--- src/rtl/npc_pkg.sv ---
package npc_pkg;
    localparam int OPW = 6;
    localparam logic [OPW-1:0] OPC_JMP  = 6'd2;
    localparam logic [OPW-1:0] OPC_JAL  = 6'd3;
    localparam logic [OPW-1:0] OPC_BEQ  = 6'd4;
    localparam logic [OPW-1:0] OPC_BNE  = 6'd5;

    typedef enum logic [1:0] {
        SRC_SEQ    = 2'd0,
        SRC_BRANCH = 2'd1,
        SRC_JUMP   = 2'd2
    } pc_src_e;
endpackage

--- src/rtl/npc_decode.sv ---
module npc_decode
    import npc_pkg::*;
#(
    parameter int XLEN   = 32,
    parameter int IMMW   = 16,
    parameter int JADDRW = 26
) (
    input  logic [XLEN-1:0]   instr_i,
    output logic              is_beq_o,
    output logic              is_bne_o,
    output logic              is_jump_o,
    output logic              is_link_o,
    output logic [IMMW-1:0]   imm_o,
    output logic [JADDRW-1:0] jaddr_o
);
    logic [OPW-1:0] opcode;

    always_comb begin
        opcode    = instr_i[XLEN-1 -: OPW];
        is_beq_o  = (opcode == OPC_BEQ);
        is_bne_o  = (opcode == OPC_BNE);
        is_link_o = (opcode == OPC_JAL);
        is_jump_o = (opcode == OPC_JMP) || (opcode == OPC_JAL);
        imm_o     = instr_i[IMMW-1:0];
        jaddr_o   = instr_i[JADDRW-1:0];
    end
endmodule

--- src/rtl/npc_cond.sv ---
module npc_cond
    import npc_pkg::*;
#(
    parameter int XLEN = 32
) (
    input  logic [XLEN-1:0] opa_i,
    input  logic [XLEN-1:0] opb_i,
    input  logic            is_beq_i,
    input  logic            is_bne_i,
    input  logic            is_jump_i,
    output pc_src_e         src_o
);
    logic same;

    always_comb begin
        same = (opa_i == opb_i);
        if (is_jump_i)
            src_o = SRC_JUMP;
        else if ((is_beq_i && same) || (is_bne_i && !same))
            src_o = SRC_BRANCH;
        else
            src_o = SRC_SEQ;
    end
endmodule

--- src/rtl/npc_targets.sv ---
module npc_targets #(
    parameter int XLEN   = 32,
    parameter int IMMW   = 16,
    parameter int JADDRW = 26
) (
    input  logic [XLEN-1:0]   pc_i,
    input  logic [IMMW-1:0]   imm_i,
    input  logic [JADDRW-1:0] jaddr_i,
    output logic [XLEN-1:0]   seq_o,
    output logic [XLEN-1:0]   br_tgt_o,
    output logic [XLEN-1:0]   jmp_tgt_o
);
    localparam int SEXTW = XLEN - IMMW - 2;
    localparam int HIW   = XLEN - JADDRW - 2;

    logic [XLEN-1:0] offset;

    always_comb begin
        seq_o     = pc_i + XLEN'(4);
        offset    = {{SEXTW{imm_i[IMMW-1]}}, imm_i, 2'b00};
        br_tgt_o  = seq_o + offset;
        jmp_tgt_o = {pc_i[XLEN-1 -: HIW], jaddr_i, 2'b00};
    end
endmodule

--- src/rtl/npc_gen.sv ---
module npc_gen
    import npc_pkg::*;
#(
    parameter int XLEN   = 32,
    parameter int IMMW   = 16,
    parameter int JADDRW = 26
) (
    input  logic [XLEN-1:0] pc_i,
    input  logic [XLEN-1:0] instr_i,
    input  logic [XLEN-1:0] opa_i,
    input  logic [XLEN-1:0] opb_i,
    output logic [XLEN-1:0] next_pc_o,
    output logic [XLEN-1:0] link_addr_o,
    output logic            link_we_o
);
    logic              is_beq, is_bne, is_jump, is_link;
    logic [IMMW-1:0]   imm;
    logic [JADDRW-1:0] jaddr;
    logic [XLEN-1:0]   seq, br_tgt, jmp_tgt;
    pc_src_e           src;

    npc_decode #(.XLEN(XLEN), .IMMW(IMMW), .JADDRW(JADDRW)) u_dec (
        .instr_i  (instr_i),
        .is_beq_o (is_beq),
        .is_bne_o (is_bne),
        .is_jump_o(is_jump),
        .is_link_o(is_link),
        .imm_o    (imm),
        .jaddr_o  (jaddr)
    );

    npc_cond #(.XLEN(XLEN)) u_cond (
        .opa_i    (opa_i),
        .opb_i    (opb_i),
        .is_beq_i (is_beq),
        .is_bne_i (is_bne),
        .is_jump_i(is_jump),
        .src_o    (src)
    );

    npc_targets #(.XLEN(XLEN), .IMMW(IMMW), .JADDRW(JADDRW)) u_tgt (
        .pc_i     (pc_i),
        .imm_i    (imm),
        .jaddr_i  (jaddr),
        .seq_o    (seq),
        .br_tgt_o (br_tgt),
        .jmp_tgt_o(jmp_tgt)
    );

    always_comb begin
        unique case (src)
            SRC_BRANCH: next_pc_o = br_tgt;
            SRC_JUMP:   next_pc_o = jmp_tgt;
            default:    next_pc_o = seq;
        endcase
        link_addr_o = seq;
        link_we_o   = is_link;
    end
endmodule

--- config.mk ---
export PLATFORM = sky130hd
export DESIGN_NAME = npc_gen
export DESIGN_NICKNAME = d
export VERILOG_FILES = /design/src/rtl/npc_pkg.sv /design/src/rtl/npc_decode.sv /design/src/rtl/npc_cond.sv /design/src/rtl/npc_targets.sv /design/src/rtl/npc_gen.sv
export SDC_FILE = /design/constraint.sdc
export NUM_CORES = 1
export LEC_CHECK = 0
export ABC_CLOCK_PERIOD_IN_PS = 4450
export BUFFER_PORTS_ARGS = -buffer_cell sky130_fd_sc_hd__buf_2
export CAP_MARGIN = 20
export CORE_MARGIN = 5
export CORE_UTILIZATION = 47
export DETAILED_ROUTE_END_ITERATION = 16
export PLACE_DENSITY = 0.86
export SKIP_LAST_GASP = 1
export SYNTH_ARGS = -nofsm -noshare
export SYNTH_HDL_FRONTEND = slang
export SYNTH_SLANG_ARGS = --single-unit
--- constraint.sdc ---
create_clock -name vclk -period 4.45
set_input_delay 0.2225 -clock vclk [all_inputs]
set_output_delay 0.2225 -clock vclk [all_outputs]
set_load 0.01 [all_outputs]
==> results.yml, run 1 <==
routing:
  drt_pass1_iterations: 5
  postRouteAntennaNets: 0
  drt_wl_total_mm: 12.43
  drt_iter0_drc: 206
  wl_per_cell_um: 16.23
  vias: 4416
  drcViolationCount: 0
  vias_per_cell: 5.765
floorplan:
  die_x_um: 94.47
  ios: 193
  die_h_um: 94.47
  die-area_sq_um: 8924
  floorplan.initialDensity_pct: 48.82
  core_sq_um: 6869
  num_rows: 30
sta:
  min_period_ns: 4.261
  fmax_mhz: 234.7
  fin_crit_sh_pct: 95.75
  relSlewSlack_pct: 56.06
  worst_pin_slew_ns: 0.6567
  finalSetupViolCount: 0
  hold-worst-slack_ns: 0.6399
  hold_viol_final: 0
  maxSlewViolCount: 0
yosys:
  yosysWarnings: 0
  yosysSeqAreaShare_pct: 0
  post_synth_num_cell_types: 63
  synth_nets: 650
  synth_area_sq_um: 3353
  syn_area_per_cell_sq_um: 6.900
  syn_inst: 486
setup_path:
  crit_start: "pc_i[2]"
  critPathMaxFanout: 5
  cp-endpoint: "next_pc_o[31]"
  critical_path_required_ns: 4.23
  path_class: "input port to output pin"
  crit_path_start_kind: "input port"
  cp.arrival_ns: 4.04
  end_kind: "output pin"
status:
  outcome: "finished clean"
global_routing:
  grt.overflow.total: 0
  grt_start_max_net_pins: 30
  grt.total_usage_pct: 25.00
  first_global_vias: 4167
  antenna_found_initial: 3
  grt_pass1_wl_mm: 18.58
final_layout:
  layout_commonest_cell: "buf_2"
  n_clock_buffer: 0
  layout_common_cells: "buf_2 (193), nand2_1 (53), xnor2_1 (52)"
  multi_input_area_sq_um: 3226
  fillCellCount: 645
  layout.cells.non_filler: 766
  fin_nets: 833
  nFlopsAndLatches: 0
  drive_above_1_share_pct: 33.73
  syn2layout_area_growth_pct: 31.94
  seq_area_sq_um: 0
placed_design:
  dp_hpwl_mm: 10.42
  port_buffers: 193
  gp_congestion: 0.9328
  place_inst: 761
hold_path:
  hold_path_startpoint: "pc_i[0]"
  min_path_cells: 2
  min_path_type: "input port to output pin"
power:
  ir_drop_uv: 64.13
  power_density_nw_per_um2: 111.3
  cellLeakagePower_nw: 2.163
job:
  drv_cap: 0
-- critical path: stages --
cell and delay, ns:
buf_2 0.12, ha_1 0.19, and3_1 0.22, nand2_1 0.09, or3_2 0.52, or2_2 0.35, nor2_1 0.12, xor2_1 0.21
ha_1 0.31, nand3_1 0.13, nor2_1 0.05, a221o_1 0.35, nor3_2 0.16, a21oi_2 0.12, a21o_2 0.21, a22o_1 0.22
a211o_1 0.29, buf_2 0.15
-- area by class of cell --
class	instances	share of cell area, %
Inverter	14	1.188
Timing Repair Buffer	200	23.02
Tap cell	96	2.715
Multi-Input combinational cell	453	72.91
Antenna cell	3	0.1697
-- worst min-delay path by stage --
stage,end,slack (ns)
finish,link_addr_o[0],0.64
global route,link_addr_o[0],0.65
CTS,link_addr_o[0],0.64
detailed placement,link_addr_o[0],0.64
global placement,link_addr_o[1],0.64
floorplan,link_addr_o[2],0.50
-- synthesized netlist by cell type, types with 2 or more instances --
master     number  area [sq um]
and3_1          7         43.79
or3_2           3         22.52
clkbuf_1       12         45.04
a311oi_1        2         17.52
a31oi_1         9         56.30
and2_1          9         56.30
buf_6           3         33.78
or3_1           5         31.28
ha_1           35         437.9
nor3b_1         4         30.03
o221ai_1        4         35.03
a211oi_1        4         30.03
nor3_1          9         45.04
or2_2           4         25.02
mux2i_1         3         30.03
a21o_1         17         127.6
nand4_1        13         81.33
xnor2_1        52         455.4
o31ai_1         2         15.01
o211ai_1        7         52.55
o21ai_0        26         130.1
nor2b_1        10         62.56
a22oi_1         4         30.03
nor2_1         35         131.4
a221o_1        12         120.1
xor2_1         29         254.0
nand3b_1        4         30.03
inv_1          14         52.55
o2111ai_1       4         35.03
and4_1          6         52.55
nand3_1        21         105.1
a21oi_1        30         150.1
nand2_1        53         198.9
buf_4           2         15.01
nand2b_1        4         25.02
-- power breakdown --
group          switching [mW]  internal (mW)
Clock                       0   0.0000000902
Sequential                  0              0
Combinational           0.269          0.224
-- stage by stage --
stage / setup slack (ns) / area, sq um / power (mW) / TNS, ns / util [%]
after floorplan: 0.5526 / 3353 / 0.3070 / 0 / -
after global placement: 0.2784 / 4380 / 0.4714 / 0 / 63.77
after detailed placement: 0.1461 / 4380 / 0.4786 / 0 / 63.77
after CTS: 0.1357 / 4380 / 0.4814 / 0 / 63.77
after global routing: -0.02518 / 4424 / 0.5390 / -0.02518 / 64.41
final: 0.1890 / 4424 / 0.4923 / 0 / 64.41
-- per-layer routing --
layer  global-route usage (%)  share of wire [%]
met5                        0                  0
met4                    6.370                2.2
met3                    2.789                7.8
met2                    47.28                 51
met1                    29.67                 39
-- cells by family after synthesis --
family	after synthesis	share of synthesized area [%]
and+or+nand+nor	198	31.87
buffers and inverters	33	4.664
adders and majority gates	36	13.66
AOI/OAI and AO/OA	134	27.31
xor gates and xnor gates	81	21.16
muxes	4	1.343
-- what timing repair did --
| action | 4_1_cts | 5_1_grt |
|---|---|---|
| endpoints found under the hold margin | 0 | 0 |
| setup endpoints to repair | 0 | 1 |
| hold buffers | 0 | 0 |
| buffers inserted | 0 | 2 |
| resized for setup | 0 | 4 |
Note: power is estimated with default switching activity, not from simulation.
==> run 2: changes to the inputs <==
--- a/config.mk
+++ b/config.mk
@@ -5,11 +5,12 @@
 export SDC_FILE = /design/constraint.sdc
 export NUM_CORES = 1
 export LEC_CHECK = 0
+export ABC_AREA = 1
 export ABC_CLOCK_PERIOD_IN_PS = 4450
 export BUFFER_PORTS_ARGS = -buffer_cell sky130_fd_sc_hd__buf_2
 export CAP_MARGIN = 20
 export CORE_MARGIN = 5
-export CORE_UTILIZATION = 47
+export CORE_UTILIZATION = 51
 export DETAILED_ROUTE_END_ITERATION = 16
 export PLACE_DENSITY = 0.86
 export SKIP_LAST_GASP = 1
==> run 2 against run 1 <==
Against the previous run: final area rose by 23%; critical path type unchanged; sequential cell count did not move; sequential share of layout area did not move; maximum frequency rose by 25%.
==> results.yml, run 2 <==
status:
  outcome: "finished clean"
setup_path:
  path_class: "input port to output pin"
  critical_path_required_ns: 4.23
  path_delay_family: "simple AND/OR/NAND/NOR gates"
  end_kind: "output pin"
  worstPathBufferInverterCount: 3
  worst-path-stages: 18
  crit_path_start_kind: "input port"
  cp.arrival_ns: 3.17
  critPathMaxStageDelay_ns: 0.49
  slowest_stage: "xor2_1"
  cp_cell_sequence: "buf_2, ha_1, nand2_1, nor2_4, nand2_4, nor2_4, xor2_1, ha_1, nand2_1, inv_1, a21oi_1, o21ai_0, nand2_1, nand3_1, nand2_1, nand3_1, nand3_1, buf_2"
  critPathMaxFanout: 6
  cp_common_cell: "nand2_1"
sta:
  relSlewSlack_pct: 28.56
  layout_setup_ws_ns: 1.055
  finalSetupViolCount: 0
  final.setup.tns_ns: 0
  worst_pin_slew_ns: 1.070
  hold_viol_final: 0
  maxSlewViolCount: 0
  rsz0062_at_grt: "false"
  fin_crit_sh_pct: 76.30
  min_period_ns: 3.395
  fmax_mhz: 294.5
yosys:
  synth_area_sq_um: 4390
  yosysWarnings: 0
  ys_top_cells_by_area: "nand2_1 (32%), inv_1 (14%), ha_1 (10%)"
  yosys.area.top_type: "nand2_1"
  syn_area_per_cell_sq_um: 4.900
  post_synth_num_cell_types: 34
  synth_nets: 1060
  yosysMostFrequentCell: "nand2_1"
  syn_inst: 896
  synth.top_cell.area_share_pct: 32.49
  yosysSeqAreaShare_pct: 0
  synth_common_cells: "nand2_1 (380), inv_1 (158), nor2_1 (84), nand3_1 (64), nand4_1 (38)"
placed_design:
  place_inst: 1181
  placed_area_sq_um: 5421
  pre_cts_ws_ns: 1.167
  gp_congestion: 0.9837
  port_buffers: 193
  dp_hpwl_mm: 13.35
global_routing:
  use_met3_pct: 0.9472
  grt.busiest_layer: "met2"
  grt.total_usage_pct: 27.71
  grt.overflow.total: 0
  use_met2_pct: 46.87
  first_global_vias: 5196
  grt_start_max_net_pins: 34
  grt_pass1_wl_mm: 23.96
  use_met1_pct: 39.67
  antenna_found_initial: 0
final_layout:
  nFlopsAndLatches: 0
  seq_area_sq_um: 0
  fillCellCount: 869
  syn2layout_area_growth_pct: 23.48
  fin_area_sq_um: 5421
  fin_nets: 1242
  n_antenna_cell: 0
  drive_above_1_share_pct: 20.26
  layout.cells.non_filler: 1181
  layout_common_cells: "nand2_1 (380), buf_2 (193), inv_1 (158)"
  layout_commonest_cell: "nand2_1"
  n_clock_buffer: 0
routing:
  drt_pass1_iterations: 5
  vias: 6024
  drt_wl_total_mm: 15.29
  postRouteAntennaNets: 0
  wl_per_cell_um: 12.94
  drt_iter0_drc: 475
  vias_per_cell: 5.101
  drcViolationCount: 0
power:
  total_power_mw: 0.5626
  ir_drop_uv: 50.24
  power_density_nw_per_um2: 103.8
  cellLeakagePower_nw: 3.403
floorplan:
  ios: 193
  core_sq_um: 8299
  die_h_um: 102.8
  num_rows: 33
  floorplan.initialDensity_pct: 52.90
  die_x_um: 102.8
  die-area_sq_um: 10560
cts:
  postCtsSetupRepairBufs: 0
  holdBufCountCts: 0
  cts_resized: 0
hold_path:
  min_path_type: "input port to output pin"
  min_path_cells: 2
job:
  drv_cap: 0
==> run 2: cell count changes in the layout (fill, tap and decap cells not counted), moves of 10 or more <==
cell	previous run	this run
nor2b_1	10	0
a221o_1	12	0
xnor2_1	52	27
a21o_1	17	0
nor2_1	34	84
nand3_1	21	64
nand2_1	53	380
nand4_1	13	38
o21ai_0	26	3
inv_1	14	158
==> run 2: stage by stage <==
stage	hold slack, ns	util (%)
6_report	0.6461	65.32
5_1_grt	0.6533	65.32
4_1_cts	0.6491	65.32
3_5_place_dp	0.6484	65.32
3_3_place_gp	0.6440	65.32
2_1_floorplan	0.5133	-
==> run 2: cell families after synthesis <==
| logic type | count (synthesis) | synth area share (%) |
|---|---|---|
| adder cells (fa/ha/maj) | 36 | 10.43 |
| buffers and inverters | 176 | 15.82 |
| AND/OR/NAND/NOR | 598 | 58.62 |
| XOR/XNOR | 57 | 11.54 |
| AO/OA/AOI/OAI | 29 | 3.591 |
==> run 2: layout make-up <==
cell class	instances	area, sq um	area share [%]
multi-input combinational	720	3696	68.17
timing repair buffer	197	996.0	18.37
inverter	159	598.1	11.03
tap	105	131.4	2.423
==> run 2: worst paths after layout <==
kind    start        endpoint  slack (ns)
min   pc_i[1]  link_addr_o[1]        0.65
max   pc_i[2]   next_pc_o[28]        1.05
==> run 2: per-layer routing <==
layer,part of all wire (%),wire length [um]
met1,43,6525
met2,46,7061
met3,9.1,1395
met4,2.0,306
met5,0,0
==> run 2: where the power goes <==
part / switching, mW / internal [mW] / leakage [nW]
registers: 0 / 0 / 0
logic: 0.342 / 0.220 / 3.40
clock network: 0 / 0 / 0
==> run 3: changes to the inputs <==
--- a/config.mk
+++ b/config.mk
@@ -6,7 +6,7 @@
 export NUM_CORES = 1
 export LEC_CHECK = 0
 export ABC_AREA = 1
-export ABC_CLOCK_PERIOD_IN_PS = 4450
+export ABC_CLOCK_PERIOD_IN_PS = 3500
 export BUFFER_PORTS_ARGS = -buffer_cell sky130_fd_sc_hd__buf_2
 export CAP_MARGIN = 20
 export CORE_MARGIN = 5
==> constraint.sdc (replaced) <==
create_clock -name vclk -period 3.5
set_input_delay 0.175 -clock vclk [all_inputs]
set_output_delay 0.175 -clock vclk [all_outputs]
set_load 0.01 [all_outputs]
==> run 3 against run 2 <==
Against the previous run: hold slack got worse by 0.094 ns; first-iteration DRC count decreased by 1.5%; combinational power increased by 28%; sequential cell count unchanged; utilization increased by 0.27 points; critical path depth unchanged; global-route usage increased by 1.4 points; non-clock buffer count increased by 3; final area increased by 0.42%; largest power group unchanged; highest routed layer unchanged.
==> results.yml, run 3 (same netlist as run 2, synthesis figures left out) <==
final_layout:
  drive_above_1_share_pct: 20.48
  layout_common_cells: "nand2_1 (380), buf_2 (193), inv_1 (158)"
  fin_nets: 1245
  layout_commonest_cell: "nand2_1"
  nFlopsAndLatches: 0
  syn2layout_area_growth_pct: 24.00
  n_clock_buffer: 0
  seq_area_sq_um: 0
  fin_area_sq_um: 5444
  n_antenna_cell: 0
routing:
  postRouteAntennaNets: 0
  vias_per_cell: 5.094
  vias: 6031
  drcViolationCount: 0
  wl_per_cell_um: 13.30
  drt_iter0_drc: 468
  drt_pass1_iterations: 5
  drt_wl_total_mm: 15.75
power:
  internal_power_mw: 0.2813
  power_density_nw_per_um2: 132.2
  power_frac_clock_pct: 0
  seq_power_share_pct: 0
  combPwrFrac_pct: 100.0
  cellLeakagePower_nw: 3.418
  p_sw_mw: 0.4381
  swShare_pct: 60.90
  ir_drop_uv: 69.55
setup_path:
  crit_path_start_kind: "input port"
  path_class: "input port to output pin"
  critical_path_required_ns: 3.32
  cp.arrival_ns: 3.03
  critPathMaxFanout: 6
  end_kind: "output pin"
sta:
  maxSlewViolCount: 0
  min_period_ns: 3.201
  relSlewSlack_pct: 26.42
  finalSetupViolCount: 0
  fmax_mhz: 312.4
  layout_setup_ws_ns: 0.2991
  worst_pin_slew_ns: 1.103
  rsz0062_at_grt: "false"
  hold_viol_final: 0
  final.setup.tns_ns: 0
  fin_crit_sh_pct: 91.46
placed_design:
  port_buffers: 193
  pre_cts_ws_ns: 0.4189
  dp_hpwl_mm: 13.67
  gp_congestion: 0.9810
  placed_area_sq_um: 5444
global_routing:
  grt_pass1_wl_mm: 25.13
  antenna_found_initial: 0
  first_global_vias: 5506
  grt_start_max_net_pins: 33
  grt.overflow.total: 0
  grt.total_usage_pct: 29.15
floorplan:
  die_x_um: 102.8
  core_sq_um: 8299
  ios: 193
  num_rows: 33
  floorplan.initialDensity_pct: 52.90
  die_h_um: 102.8
  die-area_sq_um: 10560
cts:
  postCtsSetupRepairBufs: 0
  holdBufCountCts: 0
  cts_resized: 0
status:
  outcome: "finished clean"
hold_path:
  min_path_type: "input port to output pin"
job:
  drv_cap: 0
run 3: cell types whose count changed in the layout (fill, tap and decap cells not counted):
cell	change
buf_4	+3
run 3: layer usage:
| metal | global-route usage (%) | share of wire (%) |
|---|---|---|
| met4 | 6.275 | 1.9 |
| met2 | 50.50 | 46 |
| met1 | 39.33 | 43 |
| met5 | 0 | 0 |
| met3 | 2.639 | 8.3 |
run 3: power groups by stage:
stage               sequential, mW  clock [mW]  combinational, mW
floorplan                        0           0              0.457
global placement                 0           0              0.699
detailed placement               0           0              0.709
CTS                              0           0              0.711
global route                     0           0              0.808
finish                           0           0              0.719
run 3: path summary, 6_finish.rpt:
check / from / endpoint / slack (ns) / cells past startpoint
min: pc_i[1] / link_addr_o[1] / 0.55 / 2
max: pc_i[2] / next_pc_o[28] / 0.30 / 18
run 3: layout make-up:
type	instances	area, sq um
well taps	105	131.4
inverters	159	598.1
repair buffers	200	1018
multi-input cells	720	3696
fillers	874	2855
run 3: critical path, stage by stage:
cell and delay [ns]:
buf_2 0.11, ha_1 0.22, nand2_1 0.11, nor2_4 0.14, nand2_4 0.11, nor2_4 0.13, xor2_1 0.47, ha_1 0.34
nand2_1 0.14, inv_1 0.06, a21oi_1 0.26, o21ai_0 0.16, nand2_1 0.11, nand3_1 0.08, nand2_1 0.06, nand3_1 0.12
nand3_1 0.10, buf_2 0.13
run 3: through the flow:
stage               utilization [%]  std cells  power, mW  hold slack [ns]
CTS                           65.60       1184     0.7114           0.5548
global route                  65.60       1184     0.8081           0.5693
floorplan                         -        896     0.4567           0.4183
finish                        65.60       1184     0.7194           0.5525
detailed placement            65.60       1184     0.7090           0.5539
global placement              65.60       1184     0.6995           0.5486
